--- config.mk ---
export PLATFORM = sky130hd
export DESIGN_NAME = i2c_rd_slave
export DESIGN_NICKNAME = d
export VERILOG_FILES = /design/src/rtl/i2c_rd_pkg.sv /design/src/rtl/i2c_rd_sync.sv /design/src/rtl/i2c_rd_shifter.sv /design/src/rtl/i2c_rd_ctrl.sv /design/src/rtl/i2c_rd_slave.sv
export SDC_FILE = /design/constraint.sdc
export NUM_CORES = 1
export LEC_CHECK = 0
export BUFFER_PORTS_ARGS = -buffer_cell sky130_fd_sc_hd__buf_2
export CAP_MARGIN = 20
export CORE_MARGIN = 2
export CORE_UTILIZATION = 59
export DETAILED_ROUTE_END_ITERATION = 8
export GPL_ROUTABILITY_DRIVEN = 0
export HOLD_SLACK_MARGIN = 0.06
export PLACE_DENSITY_LB_ADDON = 0.2
export SYNTH_ARGS = -nofsm -noshare
export SYNTH_HDL_FRONTEND = slang
export SYNTH_SLANG_ARGS = --single-unit
--- constraint.sdc ---
create_clock -name clk -period 4.4 [get_ports clk]
set_clock_uncertainty 0.15 [all_clocks]
set_input_delay 0.88 -clock clk [delete_from_list [all_inputs] [get_ports clk]]
set_output_delay 0.88 -clock clk [all_outputs]
set_load 0.01 [all_outputs]
--- src/rtl/i2c_rd_pkg.sv ---
package i2c_rd_pkg;
  localparam int BYTE_W = 8;
  localparam int ADDR_W = 7;

  typedef enum logic [2:0] {
    ST_IDLE,   // waiting for a start
    ST_ADDR,   // shifting in address byte
    ST_AACK,   // driving address acknowledge
    ST_HOLD,   // stretching SCL, waiting for host
    ST_SETUP,  // one cycle: present MSB while SCL still held
    ST_SEND,   // shifting data out
    ST_MACK    // sampling master acknowledge
  } rd_state_t;

  // Upper seven bits of the received byte against the configured address.
  function automatic logic addr_hit(input logic [BYTE_W-1:0] rx,
                                    input logic [ADDR_W-1:0] own);
    return rx[BYTE_W-1:1] == own;
  endfunction

  // Direction bit: 1 requests a read from this slave.
  function automatic logic read_req(input logic [BYTE_W-1:0] rx);
    return rx[0];
  endfunction
endpackage

--- src/rtl/i2c_rd_sync.sv ---
module i2c_rd_sync #(
  parameter int STAGES = 2
) (
  input  logic clk,
  input  logic rst_n,
  input  logic scl_i,
  input  logic sda_i,
  output logic scl_s,
  output logic sda_s,
  output logic scl_rise,
  output logic scl_fall,
  output logic start_ev,
  output logic stop_ev
);
  logic [STAGES-1:0] scl_pipe;
  logic [STAGES-1:0] sda_pipe;
  logic              scl_d;
  logic              sda_d;

  always_ff @(posedge clk or negedge rst_n) begin
    if (!rst_n) begin
      scl_pipe <= '1;
      sda_pipe <= '1;
      scl_d    <= 1'b1;
      sda_d    <= 1'b1;
    end else begin
      scl_pipe <= {scl_pipe[STAGES-2:0], scl_i};
      sda_pipe <= {sda_pipe[STAGES-2:0], sda_i};
      scl_d    <= scl_s;
      sda_d    <= sda_s;
    end
  end

  assign scl_s    = scl_pipe[STAGES-1];
  assign sda_s    = sda_pipe[STAGES-1];
  assign scl_rise = scl_s & ~scl_d;
  assign scl_fall = ~scl_s & scl_d;
  assign start_ev = scl_s & scl_d & sda_d & ~sda_s;
  assign stop_ev  = scl_s & scl_d & ~sda_d & sda_s;
endmodule

--- src/rtl/i2c_rd_shifter.sv ---
module i2c_rd_shifter #(
  parameter int W = 8
) (
  input  logic         clk,
  input  logic         rst_n,
  input  logic         load,
  input  logic [W-1:0] load_val,
  input  logic         shl_in,
  input  logic         in_bit,
  input  logic         shl_out,
  output logic [W-1:0] q
);
  always_ff @(posedge clk or negedge rst_n) begin
    if (!rst_n)       q <= '0;
    else if (load)    q <= load_val;
    else if (shl_in)  q <= {q[W-2:0], in_bit};
    else if (shl_out) q <= {q[W-2:0], 1'b0};
  end
endmodule

--- src/rtl/i2c_rd_ctrl.sv ---
module i2c_rd_ctrl
  import i2c_rd_pkg::*;
(
  input  logic              clk,
  input  logic              rst_n,
  input  logic              sda_s,
  input  logic              scl_rise,
  input  logic              scl_fall,
  input  logic              start_ev,
  input  logic              stop_ev,
  input  logic [ADDR_W-1:0] own_addr,
  input  logic              tx_wr,
  input  logic [BYTE_W-1:0] tx_data,
  input  logic              rel_set,
  input  logic              irq_clr,
  input  logic [BYTE_W-1:0] sh_q,
  output logic              sh_load,
  output logic              sh_in,
  output logic              sh_out,
  output logic              scl_oe,
  output logic              sda_oe,
  output logic [BYTE_W-1:0] buf_q,
  output logic              buf_full,
  output logic              rw_flag,
  output logic              irq_flag,
  output logic              byte_done_ev,
  output logic              nack_ev
);
  localparam int CNT_W = $clog2(BYTE_W + 1);
  localparam logic [CNT_W-1:0] RX_LAST = CNT_W'(BYTE_W);
  localparam logic [CNT_W-1:0] TX_LAST = CNT_W'(BYTE_W - 1);

  rd_state_t        state, nxt;
  logic [CNT_W-1:0] cnt;
  logic             ckp;
  logic             mack_bit;

  logic abort, addr_done, addr_ok, aack_done, send_last, mack_done, busy;

  assign abort     = start_ev | stop_ev;
  assign addr_done = (state == ST_ADDR) && scl_fall && (cnt == RX_LAST);
  assign addr_ok   = addr_done && addr_hit(sh_q, own_addr) && read_req(sh_q);
  assign aack_done = (state == ST_AACK) && scl_fall;
  assign send_last = (state == ST_SEND) && scl_fall && (cnt == TX_LAST);
  assign mack_done = (state == ST_MACK) && scl_fall;
  assign busy      = (state == ST_ADDR) || (state == ST_SETUP) || (state == ST_SEND);

  assign nack_ev      = mack_done && mack_bit;
  assign byte_done_ev = aack_done || mack_done;

  assign sh_load = tx_wr && !busy;
  assign sh_in   = (state == ST_ADDR) && scl_rise && (cnt < RX_LAST);
  assign sh_out  = (state == ST_SEND) && scl_fall && (cnt != TX_LAST);

  always_comb begin
    nxt = state;
    unique case (state)
      ST_IDLE:  nxt = ST_IDLE;
      ST_ADDR:  if (addr_done) nxt = addr_ok ? ST_AACK : ST_IDLE;
      ST_AACK:  if (scl_fall) nxt = ST_HOLD;
      ST_HOLD:  if (ckp) nxt = ST_SETUP;
      ST_SETUP: nxt = ST_SEND;
      ST_SEND:  if (send_last) nxt = ST_MACK;
      ST_MACK:  if (scl_fall) nxt = mack_bit ? ST_IDLE : ST_HOLD;
      default:  nxt = ST_IDLE;
    endcase
    if (start_ev)     nxt = ST_ADDR;
    else if (stop_ev) nxt = ST_IDLE;
  end

  always_ff @(posedge clk or negedge rst_n) begin
    if (!rst_n) begin
      state    <= ST_IDLE;
      cnt      <= '0;
      ckp      <= 1'b0;
      mack_bit <= 1'b1;
      buf_q    <= '0;
      buf_full <= 1'b0;
      rw_flag  <= 1'b0;
      irq_flag <= 1'b0;
    end else begin
      state <= nxt;

      if (abort || (state == ST_SETUP)) cnt <= '0;
      else if (sh_in || sh_out)         cnt <= cnt + 1'b1;

      if (abort || nack_ev || (state == ST_SETUP)) ckp <= 1'b0;
      else if (rel_set && buf_full)                ckp <= 1'b1;

      if ((state == ST_MACK) && scl_rise) mack_bit <= sda_s;

      if (sh_load)      buf_q <= tx_data;
      else if (addr_ok) buf_q <= sh_q;

      if (nack_ev)        buf_full <= 1'b0;
      else if (sh_load)   buf_full <= 1'b1;
      else if (send_last) buf_full <= 1'b0;

      if (abort || nack_ev) rw_flag <= 1'b0;
      else if (addr_ok)     rw_flag <= 1'b1;

      if (byte_done_ev) irq_flag <= 1'b1;
      else if (irq_clr) irq_flag <= 1'b0;
    end
  end

  assign scl_oe = (state == ST_HOLD) || (state == ST_SETUP);
  assign sda_oe = (state == ST_AACK) ||
                  (((state == ST_SETUP) || (state == ST_SEND)) && !sh_q[BYTE_W-1]);
endmodule

--- src/rtl/i2c_rd_slave.sv ---
module i2c_rd_slave
  import i2c_rd_pkg::*;
#(
  parameter int SYNC_STAGES = 2
) (
  input  logic              clk,
  input  logic              rst_n,
  input  logic              scl_i,
  input  logic              sda_i,
  output logic              scl_drive_low,
  output logic              sda_drive_low,
  input  logic [ADDR_W-1:0] own_addr,
  input  logic              tx_wr,
  input  logic [BYTE_W-1:0] tx_data,
  input  logic              rel_set,
  input  logic              irq_clr,
  output logic [BYTE_W-1:0] buf_q,
  output logic              buf_full,
  output logic              rw_flag,
  output logic              irq_flag
);
  logic              scl_s, sda_s, scl_rise, scl_fall, start_ev, stop_ev;
  logic              sh_load, sh_in, sh_out;
  logic [BYTE_W-1:0] sh_q;
  logic              byte_done_ev, nack_ev;

  i2c_rd_sync #(.STAGES(SYNC_STAGES)) u_sync (
    .clk      (clk),
    .rst_n    (rst_n),
    .scl_i    (scl_i),
    .sda_i    (sda_i),
    .scl_s    (scl_s),
    .sda_s    (sda_s),
    .scl_rise (scl_rise),
    .scl_fall (scl_fall),
    .start_ev (start_ev),
    .stop_ev  (stop_ev)
  );

  i2c_rd_shifter #(.W(BYTE_W)) u_shift (
    .clk      (clk),
    .rst_n    (rst_n),
    .load     (sh_load),
    .load_val (tx_data),
    .shl_in   (sh_in),
    .in_bit   (sda_s),
    .shl_out  (sh_out),
    .q        (sh_q)
  );

  i2c_rd_ctrl u_ctrl (
    .clk          (clk),
    .rst_n        (rst_n),
    .sda_s        (sda_s),
    .scl_rise     (scl_rise),
    .scl_fall     (scl_fall),
    .start_ev     (start_ev),
    .stop_ev      (stop_ev),
    .own_addr     (own_addr),
    .tx_wr        (tx_wr),
    .tx_data      (tx_data),
    .rel_set      (rel_set),
    .irq_clr      (irq_clr),
    .sh_q         (sh_q),
    .sh_load      (sh_load),
    .sh_in        (sh_in),
    .sh_out       (sh_out),
    .scl_oe       (scl_drive_low),
    .sda_oe       (sda_drive_low),
    .buf_q        (buf_q),
    .buf_full     (buf_full),
    .rw_flag      (rw_flag),
    .irq_flag     (irq_flag),
    .byte_done_ev (byte_done_ev),
    .nack_ev      (nack_ev)
  );
endmodule

==> results.toml <==
[status]
status = "complete, no violations"

[logic_synthesis]
synth_cell_types = 48
avgSynthCellArea_um2 = 9.56
synth_top_area_share = 0.355
synth_warnings = 0
syn_inst = 199
synth_top_cell_by_area = "dfrtp_1"
ys_seq_area_frac = 0.452
yosys-top-cells-count = "27 x dfrtp_1, 17 x a21oi_1, 14 x a31oi_1"
synth_seq_cells = 34
syn_area_um2 = 1900
async_flop_share = 1.00
synth_area_leaders = "dfrtp_1 36%, dfstp_2 9.7%, a31oi_1 4.6%, a21oi_1 4.5%, o21ai_0 3.4%"
syn-num-nets = 223
synth_most_common_cell = "dfrtp_1"
synth-edff-count = 0
synth-main-ff-cell = "dfrtp_1"

[die]
die_x_um = 60.8
start_util = 0.623
placementRows = 20
ios = 35
die_area_um2 = 3690
dieHeight_um = 60.8
core_area_um2 = 3050

[clock_network]
post-cts-setup-buffers = 0
root_buffer = "clkbuf_4"
cts_made_buffers = 5
path_clk_slew_ps = 90
cts.sinks = 34
htree_levels = 2
cts_hold_buffers = 0
clockBufferDepth = 2
clk_latency_ps = 330
cts_repair_resize_count = 0
cts_tree = "yes"

[detailed_routing]
avgRoutedWirePerCell_um = 16.0
viasPerCell = 6.19
num_vias = 1684
detail-route-antenna-nets = 0
drt_wl_total_um = 4360
drtIter0Drc = 147
dr.pass1.iters = 4
remaining_drc_errors = 0

[timing]
setup-tns-final_ps = 0
rsz0062_at_grt = "no"
hold_violations = 0
final.min_clock_period_ps = 2720
setup_viol = 0
max_slew.worst_pin.slew_ps = 846
drv_slew = 0
period_share = 0.619
fmax_ghz = 0.367
relSlewSlack = 0.435

[finish]
fillCellCount = 244
diodes = 0
regArea_um2 = 860
drive_gt1_frac = 0.254
nNetsFinal = 252
area_delta_synth_final_pct = 11.6
multi_input_area_um2 = 967

[global_routing]
antenna_found_initial = 0
gr-total-overflow = 0
grt_use_total = 0.263
first_global_vias = 1491
grt_first_pass_wirelength_um = 7060
grt_max_degree = 35

[worst_setup_path]
crit_arrival_ps = 1690
required_ps = 3370
timing.rr.start = "u_sync.scl_d"
cp_max_fo = 15
crit_start = "u_ctrl.state[2]"
rr_endpoint = "u_ctrl.rw_flag"
rrSetupSlack_ps = 2050
cp-endpoint = "scl_drive_low"
worst_setup_path_end_kind = "output pin"
criticalPathCategory = "reg2out"
r2r_cells = 4
startpoint_type = "flop"

[worst_hold_path]
hp-class = "reg2reg"

[power_and_ir_drop]
p_seq_frac = 0.430
peakVddDrop_mv = 0.302
p_per_area_nw_per_um2 = 611
power.switching_w = 0.000572
pwr-share-comb = 0.451
p_clk_frac = 0.120
power_w = 0.00130
cellLeakagePower_nw = 0.884
intPower_w = 0.000724
switching_share = 0.441

[place]
place.port_buffers = 34
dp_hpwl_um = 3210

[job]
maxCapViolCount = 0
==> flip-flops by register name, indices dropped and copies added, names as in the netlist <==
| register | count |
|---|---|
| u_ctrl.buf_full | 1 |
| u_sync.scl_d | 1 |
| u_sync.scl_pipe | 2 |
| u_ctrl.mack_bit | 1 |
| u_ctrl.state | 3 |
| u_shift.q | 8 |
| u_ctrl.irq_flag | 1 |
| u_ctrl.rw_flag | 1 |
| u_ctrl.ckp | 1 |
| u_ctrl.cnt | 4 |
| u_sync.sda_d | 1 |
| u_sync.sda_pipe | 2 |
| u_ctrl.buf_q | 8 |
==> layer usage <==
layer | global-route usage | wire length [µm]
met5 | 0 | 0
met4 | 0.0807 | 49
met3 | 0.0682 | 238
met2 | 0.382 | 1980
met1 | 0.385 | 2100
==> worst max-delay path: stages (launching register included) <==
cell and delay, ps:
dfrtp_1 630, or3b_2 530, nand2_1 80, buf_2 120
==> worst min path at each step <==
stage                             startpoint                 end  cells past startpoint
after floorplan           u_sync.scl_pipe[0]  u_sync.scl_pipe[1]                      0
after global placement    u_sync.sda_pipe[0]  u_sync.sda_pipe[1]                      0
after detailed placement  u_sync.sda_pipe[0]  u_sync.sda_pipe[1]                      0
after CTS                 u_sync.sda_pipe[0]  u_sync.sda_pipe[1]                      0
after global routing      u_sync.scl_pipe[0]  u_sync.scl_pipe[1]                      0
final                     u_sync.scl_pipe[0]  u_sync.scl_pipe[1]                      0
==> stage by stage <==
| step | hold WS, ps | setup WS (ps) | util | instances | cell area (µm²) |
|---|---|---|---|---|---|
| global placement | 195 | 2040 | 0.681 | 265 | 2080 |
| floorplan | 195 | 2230 | - | 199 | 1900 |
| finish | 211 | 1680 | 0.695 | 272 | 2120 |
| global route | 218 | 1580 | 0.695 | 272 | 2120 |
| detailed placement | 199 | 1900 | 0.681 | 265 | 2080 |
| CTS | 212 | 1670 | 0.695 | 272 | 2120 |
==> cell usage in the layout (no fill, tap or decap), drive strengths merged, types with 2 or more instances in the layout <==
cell	synthesis	final
nand3	8	8
nor2b	3	3
and3	7	7
clkbuf	9	7
ha	2	2
xnor2	7	7
and4	2	2
nand2b	4	4
and2	2	2
a21oi	17	17
nand4	10	10
buf	3	34
dfrtp	27	27
nor4b	2	2
o21ai	14	14
or3	2	2
dfstp	7	7
o22ai	2	2
nor2	10	10
nand2	9	9
a31oi	15	15
or4	2	2
inv	7	7
nand3b	2	2
o31ai	8	8
==> area by class of cell <==
cell class,instances,area share
Inverter,7,0.0124
Sequential cell,34,0.405
Tap cell,44,0.0259
Timing Repair Buffer,34,0.0801
Multi-Input combinational cell,146,0.456
Clock buffer,7,0.0212
==> kinds of logic after synthesis <==
family / share of synthesized area
adders and majority gates: 0.0132
and+or+nand+nor: 0.220
muxes: 0.00592
AOI/OAI and AO/OA: 0.225
xor gates and xnor gates: 0.0447
buffers and inverters: 0.0395
DFF: 0.452
==> power groups by stage <==
stage,Clock (W),Sequential [W],Combinational [W]
finish,0.000155,0.000557,0.000585
global route,0.000178,0.000573,0.000653
CTS,0.000161,0.000550,0.000581
detailed placement,0,0.000557,0.000578
global placement,0,0.000550,0.000556
floorplan,0,0.000523,0.000449
(Power assumes the default switching activity.)
